File: src/rtl/gpio_bank_pkg.sv
package gpio_bank_pkg;

  typedef enum logic [1:0] {
    DET_LEVEL = 2'd0,
    DET_RISE  = 2'd1,
    DET_FALL  = 2'd2,
    DET_BOTH  = 2'd3
  } det_mode_e;

  // Interrupt configuration word, bit 0 is the enable.
  typedef struct packed {
    logic [2:0] target;
    logic       cap_en;
    det_mode_e  mode;
    logic       pol_hi;
    logic       irq_en;
  } icfg_t;

  localparam int ICFG_W = $bits(icfg_t);
  localparam int CFG_W  = 10;
  localparam int OE_BIT = CFG_W - 1;
  localparam int REG_STRIDE_LOG2 = 4;

  localparam logic [1:0] SEL_CFG  = 2'd0;
  localparam logic [1:0] SEL_IO   = 2'd1;
  localparam logic [1:0] SEL_ICFG = 2'd2;
  localparam logic [1:0] SEL_STAT = 2'd3;

  localparam logic [2:0] TARGET_APP = 3'd4;

endpackage

File: src/rtl/gpio_sync.sv
module gpio_sync #(
  parameter int WIDTH  = 4,
  parameter int STAGES = 2
) (
  input  logic             clk,
  input  logic             rst,
  input  logic [WIDTH-1:0] din,
  output logic [WIDTH-1:0] dout
);

  logic [WIDTH-1:0] chain_q [STAGES];

  always_ff @(posedge clk) begin
    if (rst) chain_q[0] <= '0;
    else     chain_q[0] <= din;
  end

  for (genvar s = 1; s < STAGES; s++) begin : g_stage
    always_ff @(posedge clk) begin
      if (rst) chain_q[s] <= '0;
      else     chain_q[s] <= chain_q[s-1];
    end
  end

  assign dout = chain_q[STAGES-1];

endmodule

File: src/rtl/gpio_edge_detect.sv
module gpio_edge_detect
  import gpio_bank_pkg::*;
(
  input  logic      clk,
  input  logic      rst,
  input  logic      sync_in,
  input  det_mode_e mode,
  input  logic      pol_hi,
  output logic      trig
);

  logic prev_q;

  always_ff @(posedge clk) begin
    if (rst) prev_q <= 1'b0;
    else     prev_q <= sync_in;
  end

  always_comb begin
    unique case (mode)
      DET_LEVEL: trig = (sync_in == pol_hi);
      DET_RISE:  trig = sync_in & ~prev_q;
      DET_FALL:  trig = ~sync_in & prev_q;
      DET_BOTH:  trig = sync_in ^ prev_q;
      default:   trig = 1'b0;
    endcase
  end

  // A rising-edge trigger never lasts two cycles in a row.
  assert_rise_single_R6: assert property (@(posedge clk) disable iff (rst)
    (mode == DET_RISE && trig) |=> (mode != DET_RISE || !trig));

endmodule

File: src/rtl/gpio_pin_ctrl.sv
module gpio_pin_ctrl
  import gpio_bank_pkg::*;
#(
  parameter int DATA_W = 32
) (
  input  logic              clk,
  input  logic              rst,
  input  logic              wr_en,
  input  logic [1:0]        reg_sel,
  input  logic [DATA_W-1:0] wdata,
  input  logic              pin_sync,
  output logic              oe,
  output logic              out_val,
  output icfg_t             icfg,
  output logic              irq_req,
  output logic [DATA_W-1:0] rd_word
);

  logic [CFG_W-1:0] cfg_q;
  logic             out_q;
  icfg_t            icfg_q;
  logic             status_q;
  logic             trig;
  logic             set_evt;
  logic             clr_evt;

  always_ff @(posedge clk) begin
    if (rst) begin
      cfg_q  <= '0;
      out_q  <= 1'b0;
      icfg_q <= '0;
    end else if (wr_en) begin
      case (reg_sel)
        SEL_CFG:  cfg_q  <= wdata[CFG_W-1:0];
        SEL_IO:   out_q  <= wdata[1];
        SEL_ICFG: icfg_q <= icfg_t'(wdata[ICFG_W-1:0]);
        default:  ;
      endcase
    end
  end

  gpio_edge_detect u_detect (
    .clk     (clk),
    .rst     (rst),
    .sync_in (pin_sync),
    .mode    (icfg_q.mode),
    .pol_hi  (icfg_q.pol_hi),
    .trig    (trig)
  );

  assign set_evt = trig & icfg_q.cap_en;
  assign clr_evt = wr_en && (reg_sel == SEL_STAT) && !wdata[0];

  always_ff @(posedge clk) begin
    if (rst)          status_q <= 1'b0;
    else if (set_evt) status_q <= 1'b1;
    else if (clr_evt) status_q <= 1'b0;
  end

  assign irq_req = (status_q | trig) & icfg_q.irq_en & (icfg_q.target == TARGET_APP);
  assign oe      = cfg_q[OE_BIT];
  assign out_val = out_q;
  assign icfg    = icfg_q;

  always_comb begin
    rd_word = '0;
    case (reg_sel)
      SEL_CFG:  rd_word[CFG_W-1:0]  = cfg_q;
      SEL_IO:   rd_word[1:0]        = {out_q, pin_sync};
      SEL_ICFG: rd_word[ICFG_W-1:0] = icfg_q;
      default:  rd_word[0]          = status_q;
    endcase
  end

  assert_status_needs_capture_R7: assert property (@(posedge clk) disable iff (rst)
    $rose(status_q) |-> $past(icfg_q.cap_en));

  assert_status_clear_by_write_R7: assert property (@(posedge clk) disable iff (rst)
    $fell(status_q) |-> $past(clr_evt));

  assert_oe_holds_R2: assert property (@(posedge clk) disable iff (rst)
    !$past(wr_en && reg_sel == SEL_CFG) |-> $stable(oe));

endmodule

File: src/rtl/gpio_bank.sv
module gpio_bank
  import gpio_bank_pkg::*;
#(
  parameter int NUM_PINS    = 4,
  parameter int DATA_W      = 32,
  parameter int SYNC_STAGES = 2,
  parameter int ADDR_W      = $clog2(NUM_PINS) + REG_STRIDE_LOG2
) (
  input  logic                clk,
  input  logic                rst,
  input  logic                bus_wr,
  input  logic                bus_rd,
  input  logic [ADDR_W-1:0]   bus_addr,
  input  logic [DATA_W-1:0]   bus_wdata,
  output logic [DATA_W-1:0]   bus_rdata,
  input  logic [NUM_PINS-1:0] pin_in,
  output logic [NUM_PINS-1:0] pin_out,
  output logic [NUM_PINS-1:0] pin_oe,
  output logic                irq_out
);

  localparam int IDX_W = ADDR_W - REG_STRIDE_LOG2;

  logic [IDX_W-1:0]    pin_idx;
  logic [1:0]          reg_sel;
  logic                idx_ok;
  logic [NUM_PINS-1:0] pin_sync;
  logic [NUM_PINS-1:0] irq_req;
  logic [NUM_PINS-1:0] routed;
  logic [DATA_W-1:0]   rd_word [NUM_PINS];
  logic [DATA_W-1:0]   rdata_q;
  logic                irq_q;

  assign pin_idx = bus_addr[ADDR_W-1:REG_STRIDE_LOG2];
  assign reg_sel = bus_addr[3:2];
  assign idx_ok  = ({1'b0, pin_idx} < (IDX_W+1)'(NUM_PINS));

  gpio_sync #(.WIDTH(NUM_PINS), .STAGES(SYNC_STAGES)) u_sync (
    .clk  (clk),
    .rst  (rst),
    .din  (pin_in),
    .dout (pin_sync)
  );

  for (genvar p = 0; p < NUM_PINS; p++) begin : g_pin
    icfg_t icfg_p;
    logic  wr_p;

    assign wr_p = bus_wr && idx_ok && (pin_idx == IDX_W'(p));

    gpio_pin_ctrl #(.DATA_W(DATA_W)) u_pin (
      .clk      (clk),
      .rst      (rst),
      .wr_en    (wr_p),
      .reg_sel  (reg_sel),
      .wdata    (bus_wdata),
      .pin_sync (pin_sync[p]),
      .oe       (pin_oe[p]),
      .out_val  (pin_out[p]),
      .icfg     (icfg_p),
      .irq_req  (irq_req[p]),
      .rd_word  (rd_word[p])
    );

    assign routed[p] = icfg_p.irq_en && (icfg_p.target == TARGET_APP);
  end

  always_ff @(posedge clk) begin
    if (rst)                   rdata_q <= '0;
    else if (bus_rd && idx_ok) rdata_q <= rd_word[pin_idx];
    else                       rdata_q <= '0;
  end

  always_ff @(posedge clk) begin
    if (rst) irq_q <= 1'b0;
    else     irq_q <= |irq_req;
  end

  assign bus_rdata = rdata_q;
  assign irq_out   = irq_q;

  assert_rdata_idle_R1: assert property (@(posedge clk) disable iff (rst)
    !$past(bus_rd) |-> (bus_rdata == '0));

  assert_irq_routed_R8: assert property (@(posedge clk) disable iff (rst)
    irq_out |-> $past(|routed));

endmodule

File: config.mk
export PLATFORM = sky130hd
export DESIGN_NAME = gpio_bank
export DESIGN_NICKNAME = d
export VERILOG_FILES = /design/src/rtl/gpio_bank_pkg.sv /design/src/rtl/gpio_sync.sv /design/src/rtl/gpio_edge_detect.sv /design/src/rtl/gpio_pin_ctrl.sv /design/src/rtl/gpio_bank.sv
export SDC_FILE = /design/constraint.sdc
export NUM_CORES = 1
export LEC_CHECK = 0
export BUFFER_PORTS_ARGS = -buffer_cell sky130_fd_sc_hd__buf_2
export CORE_UTILIZATION = 30
export DETAILED_ROUTE_END_ITERATION = 12
export GPL_TIMING_DRIVEN = 1
export PLACE_DENSITY_LB_ADDON = 0.15
export SYNTH_ARGS = -nofsm -noshare
export SYNTH_HDL_FRONTEND = slang
export SYNTH_SLANG_ARGS = --single-unit
File: constraint.sdc
create_clock -name clk -period 1.24 [get_ports clk]
set_input_delay 0.186 -clock clk [delete_from_list [all_inputs] [get_ports clk]]
set_output_delay 0.186 -clock clk [all_outputs]
set_load 0.01 [all_outputs]
---- Word level (Yosys, flattened, before mapping) ----
Memory sizes are Yosys's and may differ from the RTL's.
Cells that the tools add are included.
operators by class
  magnitude comparators ................... 1
  equality and inequality tests ........... 26
  mux-type cells .......................... 36
  bitwise logic cells ..................... 40
  reductions and logical operators ........ 37
operators with widths
  cell                                                             count
  32-bit binary-select mux with 2-bit select                       1
  32-bit two-way mux                                               2
  6-bit case mux with 2 select lines                               4
  2-bit == test, second input constant                             12
  1-bit case mux with 3 select lines                               8
  2-bit AND reduction                                              12
  1-bit AND                                                        20
  1-bit case mux with 4 select lines                               4
  2-bit by 1-bit == test with 1-bit output, second input constant  6
  3-bit == test, second input constant                             4
  1-bit logical AND                                                12
  2-bit zero test                                                  6
  1-bit two-way mux                                                11
  1-bit inverter                                                   9
  2-bit two-way mux                                                4
  4-bit two-way mux                                                2
  2-bit nonzero test                                               4
  1-bit bitwise OR                                                 6
  1-bit == test                                                    4
  4-bit OR reduction                                               1
  1-bit XOR                                                        4
  3-bit >= comparator, second input constant                       1
  2-bit inverter with 3-bit output                                 1
  2-bit OR reduction                                               1
  1-bit zero test                                                  1
word-level totals
  flip-flop bits (word level) ............. 117
  RAM bits ................................ 8
  bits of input ports ..................... 46
  logic and storage cells ................. 179
  memories ................................ 1
memories
  memory          depth  width  read ports  clocked after Yosys merged registers in  write ports  RTL line         text
  u_sync.chain_q  2      4      2           0                                        2            gpio_sync.sv:11  logic [WIDTH-1:0] chain_q [STAGES];

---- Depth between registers and ports, before layout ----
An unclocked memory read counts as a cell.
  depth in word-level cells ............... 8
  depth in mapped cells ................... 7
  mapped depth without buffers ............ 6

---- Cells and area by module ----
Synthesis repeated with hierarchy kept, for this count alone.
second synthesis, totals
  cells, all modules ...................... 717
  area total of the unflattened synthesis .. 7280.7 um2
by module, submodules not included
  module            instances  cells each  area each (um2)  sequential area each (um2)
  gpio_pin_ctrl     4          128         1204.9           400.4
  gpio_bank         1          153         1885.6           660.6
  gpio_edge_detect  4          9           91.3             20.0
  gpio_sync         1          16          210.2            160.2

---- Worst setup path before layout ----
No wires, ideal clock.
  path kind ............................... reg-to-reg
  from .................................... reg g_pin[1].u_pin.u_detect.prev_q
  to ...................................... reg irq_q, in the netlist irq_out
  library setup time ...................... 0.081 ns
  arrival ................................. 1.231 ns
  setup slack ............................. -0.071 ns
  cell stages (with the launch flop) ...... 7
  buffers on the path ..................... 0
  clock period less this slack ............ 1.311 ns
  cells stage by stage .................... dfxtp_1 > inv_1 > ha_1 > and2_0 > o21ai_0 > o211ai_1 > a41oi_1
between the ends
  longest elaborated chain between the ends .. 7
  elaborated cells between the ends (all ways) .. 9
ends and longest elaborated chain
  element                                 RTL line                text
  start: declaration                      gpio_edge_detect.sv:12  logic prev_q;
  start signal: assignment                gpio_edge_detect.sv:16  else prev_q <= sync_in;
  1-bit inverter                          gpio_edge_detect.sv:22  DET_RISE: trig = sync_in & ~prev_q;
  1-bit AND                               gpio_edge_detect.sv:22
  1-bit case mux with 4 select lines (*)  gpio_edge_detect.sv:20  unique case (mode)
  1-bit bitwise OR (*)                    gpio_pin_ctrl.sv:60     assign irq_req = (status_q | trig) & icfg_q.irq_en & (icfg_q.target == TARGET_APP);
  1-bit AND (*) (2 in a row)              gpio_pin_ctrl.sv:60
  4-bit OR reduction (*)                  gpio_bank.sv:76         else irq_q <= |irq_req;
  end signal: assignment                  gpio_bank.sv:76
  end: declaration                        gpio_bank.sv:32         logic irq_q;
Every way passes the cells marked *; elsewhere a longest branch is shown, timed or not.
A chain may end at the register's enable or synchronous reset.

==> summary.md <==
| Metric | Value |
|---|---|
| Slowest-stage cell, CP | `mux4_2` |
| Filler cells | `roughly 1600` |
| DIE HEIGHT | `approximately 130 µm` |
| Failing checks | `negative setup slack` |
| DR vias | `a little over 4000` |
| Post-synthesis async set-or-reset flop share | `0` |
| Synth Instances | `approximately 550` |
| FMAX | `between 700 and 800 MHz` |
| RSZ-0062 raised after global routing | `yes` |
| Synthesized area | `roughly 5000 µm²` |
| Vias in the first global route | `just under 4000` |
| CP required | `approximately 1.5 ns` |
| Wire per inst | `around 17 µm` |
| Max Clock Skew | `~0.010 ns` |
| Setup crit end kind | `register` |
| Routability cong. | `0.8213` |
| Clock buffer depth | `2` |
| Startpoint types | `register` |
| HP Class | `primary input to register` |
| All-Layer GR Usage | `0.1759` |
| Total gr overflow | `0` |
| Share of cells above drive strength 1 | `0.2998` |
| Port bufs | `40` |
| Yosys cell types | `39` |
| Seq/Total Area, Yosys | `0.4227` |
| Final Util | `0.3847` |
| Die span in x | `between 100 and 150 µm` |
| CP Data Arrival Time | `about 1.7 ns` |
| Clock-pin slew on the worst setup and hold paths | `roughly 0.080 ns` |
| Post-synth EDFFs | `0` |
| Core Rows | `between 40 and 50` |
| Clock tree from TritonCTS | `done` |
| Iter 0 DRT Violations | `approximately 260` |
| Antenna Cells | `0` |
| First-pass GRT wire length | `around 22000 µm` |
| Vias/cell | `approximately 4.8` |
| Final Cycle Share | `1.144` |
| Final Hold Vio Count | `0` |
| Largest net degree at the start of global routing | `94` |
| CP Buf/Inv Count | `1` |
| Worst Setup Path Type | `register to register` |
| Syn_area_per_cell | `between 8 and 9 µm²` |
| Initial antenna violation count | `0` |
| CORE AREA | `about 16000 µm²` |
| Hold-fix buffers, CTS | `0` |
| Slowest stage delay, CP | `0.45 ns` |
| Worst VDD drop | `about 0.87 mV` |
| Nets | `between 600 and 700` |
| Power per cell area | `1127 nW/µm²` |
| Register bit total from synthesis | `~100` |
| Final setup fails | `4` |
| Yosys warns | `0` |
| Max Cap Viol | `0` |
| Static leakage power | `~2.6 nW` |
| Initial Util | `0.3071` |
| Status | `complete, but fails checks` |
| H-tree depth | `3` |
| DR pass1 iterations | `4` |
| Crit-path most repeated cell | `a211oi_1` |
| Layout area overhead | `25.26%` |
| Commonest cells post-synth | `dfxtp_1 (103), mux2i_1 (68), nor2_1 (65)` |
| Clk sinks | `103` |
| Final ANT Viol Nets | `0` |
| Pins Over Slew Limit | `0` |
| Drt total wl | `approximately 14000 µm` |
| Cell taking the most area after synthesis | `dfxtp_1` |
| Top cell type's share of synthesized area | `0.4227` |
| Final worst path period need | `1.418 ns` |
| CTS root buf | `clkbuf_16` |
| Main synth FF type | `dfxtp_1` |
| CTS Buf Count | `9` |
| Crit-path max FO | `3` |
| Die ar. | `16780 µm²` |
| Design Area, Final | `approximately 6100 µm²` |
| Worst hold slack | `0.03431 ns` |
| Dominant delay contributor by cell family on the critical path | `multiplexers` |
| I/O pin count | `87` |
| HPWL after DPL | `10200 µm` |
| Top post-synthesis cells by area | `dfxtp_1 (42%), mux2i_1 (14%), buf_4 (5.2%)` |
| Crit-path cells | `buf_6, mux4_2, nor2b_1, a211oi_1, a211oi_1` |
| Final WS setup | `-0.1780 ns` |
| DP Area | `5622 µm²` |
| Most frequent cell after synthesis | `dfxtp_1` |
| Clk_lat worst skew | `about 0.36 ns` |
| Residual DRC | `0` |
## worst register-to-register path: stages (launching register included)
cell and delay [ns]:
dfxtp_2 0.35, buf_6 0.12, mux4_2 0.45, nor2b_1 0.14, a211oi_1 0.17, a211oi_1 0.06
## layout make-up
type	count	area, µm²	area share
Sequential cell	103	2087	0.3415
Multi-Input combinational cell	380	2574	0.4212
Timing Repair Buffer	116	844.6	0.1382
Inverter	12	45.04	0.007371
Clock inverter	6	51.30	0.008395
Clock buffer	10	239.0	0.03911
Tap cell	216	270.3	0.04423
## registers in the layout, summed over array words and instances, names as in the netlist
register,cells
g_pin.u_pin.u_detect.prev_q,4
bus_rdata,10
g_pin.u_pin.status_q,4
u_sync.chain_q,8
g_pin.u_pin.icfg,32
g_pin.u_pin.cfg_q,40
g_pin.u_pin.out_val,4
irq_out,1
## metrics by stage
| step | setup TNS (ns) | worst slack [ns] | power, mW | instances |
|---|---|---|---|---|
| finish | -0.4331 | -0.1780 | 6.889 | 843 |
| global route | -0.7388 | -0.2198 | 7.140 | 843 |
| CTS | -0.4002 | -0.1719 | 6.970 | 842 |
| detailed placement | -13.53 | -0.2865 | 4.103 | 824 |
| global placement | -13.17 | -0.2597 | 4.093 | 824 |
| floorplan | -0.3069 | -0.02605 | 3.886 | 567 |
## final timing paths
check                       start              endpoint  slack (ns)  cells after the start
max          u_sync.chain_q[1][0]          bus_rdata[0]       -0.18                      5
min                     pin_in[0]  u_sync.chain_q[0][0]        0.03                      2
max reg2reg  u_sync.chain_q[1][0]          bus_rdata[0]       -0.18                      5
min reg2reg  u_sync.chain_q[0][2]  u_sync.chain_q[1][2]        0.44                      1
## metal layers
| metal | vias to the layer above | GRT usage | wire length [µm] |
|---|---|---|---|
| met5 | - | 0 | 0 |
| met4 | 0 | 0.06088 | 297 |
| met3 | 21 | 0.03757 | 536 |
| met2 | 91 | 0.2913 | 6760 |
| met1 | 1947 | 0.2263 | 6542 |
| li1 | 1976 | - | - |
## where the power goes
group          switching (mW)  total [mW]  leakage, nW  internal, mW
registers              0.0378        3.39        0.841          3.35
clock network            1.38        2.84        0.146          1.45
logic                   0.389       0.660         1.57         0.270
## timing repair
item / in CTS / in global routing
setup endpoints to repair: 7 / 9
resized for setup: 23 / 33
setup buffers: 2 / 1
pin swaps: 14 / 15
gates cloned: 0 / 0
## kinds of logic after synthesis
kind of cell    share of synthesized area
other cells                     0.0007687
compound gates                     0.1290
simple gates                       0.1523
mux                                0.1718
fa+ha+maj                         0.02052
xor+xnor                         0.007181
flops                              0.4227
buf+inv                           0.09566
## cells in the final DEF (no fill, tap or decap), types with 3 or more instances in the layout
cell / n
a21oi_1: 43
a2bb2oi_1: 3
and2_4: 4
buf_12: 5
buf_2: 40
buf_4: 68
buf_6: 3
clkbuf_16: 9
conb_1: 22
dfxtp_1: 87
dfxtp_2: 14
ha_1: 4
ha_4: 4
inv_1: 8
inv_2: 4
inv_6: 3
mux2i_1: 66
mux4_2: 7
nand2_1: 43
nand2b_1: 4
nand3_1: 11
nand3_2: 4
nand3b_1: 3
nor2_1: 63
nor2_2: 3
nor2b_1: 9
nor3_1: 5
o211ai_1: 8
o21ai_0: 33
o21ai_4: 3
o22ai_1: 12
xor2_1: 4
Power figures use the tool's default switching activity.
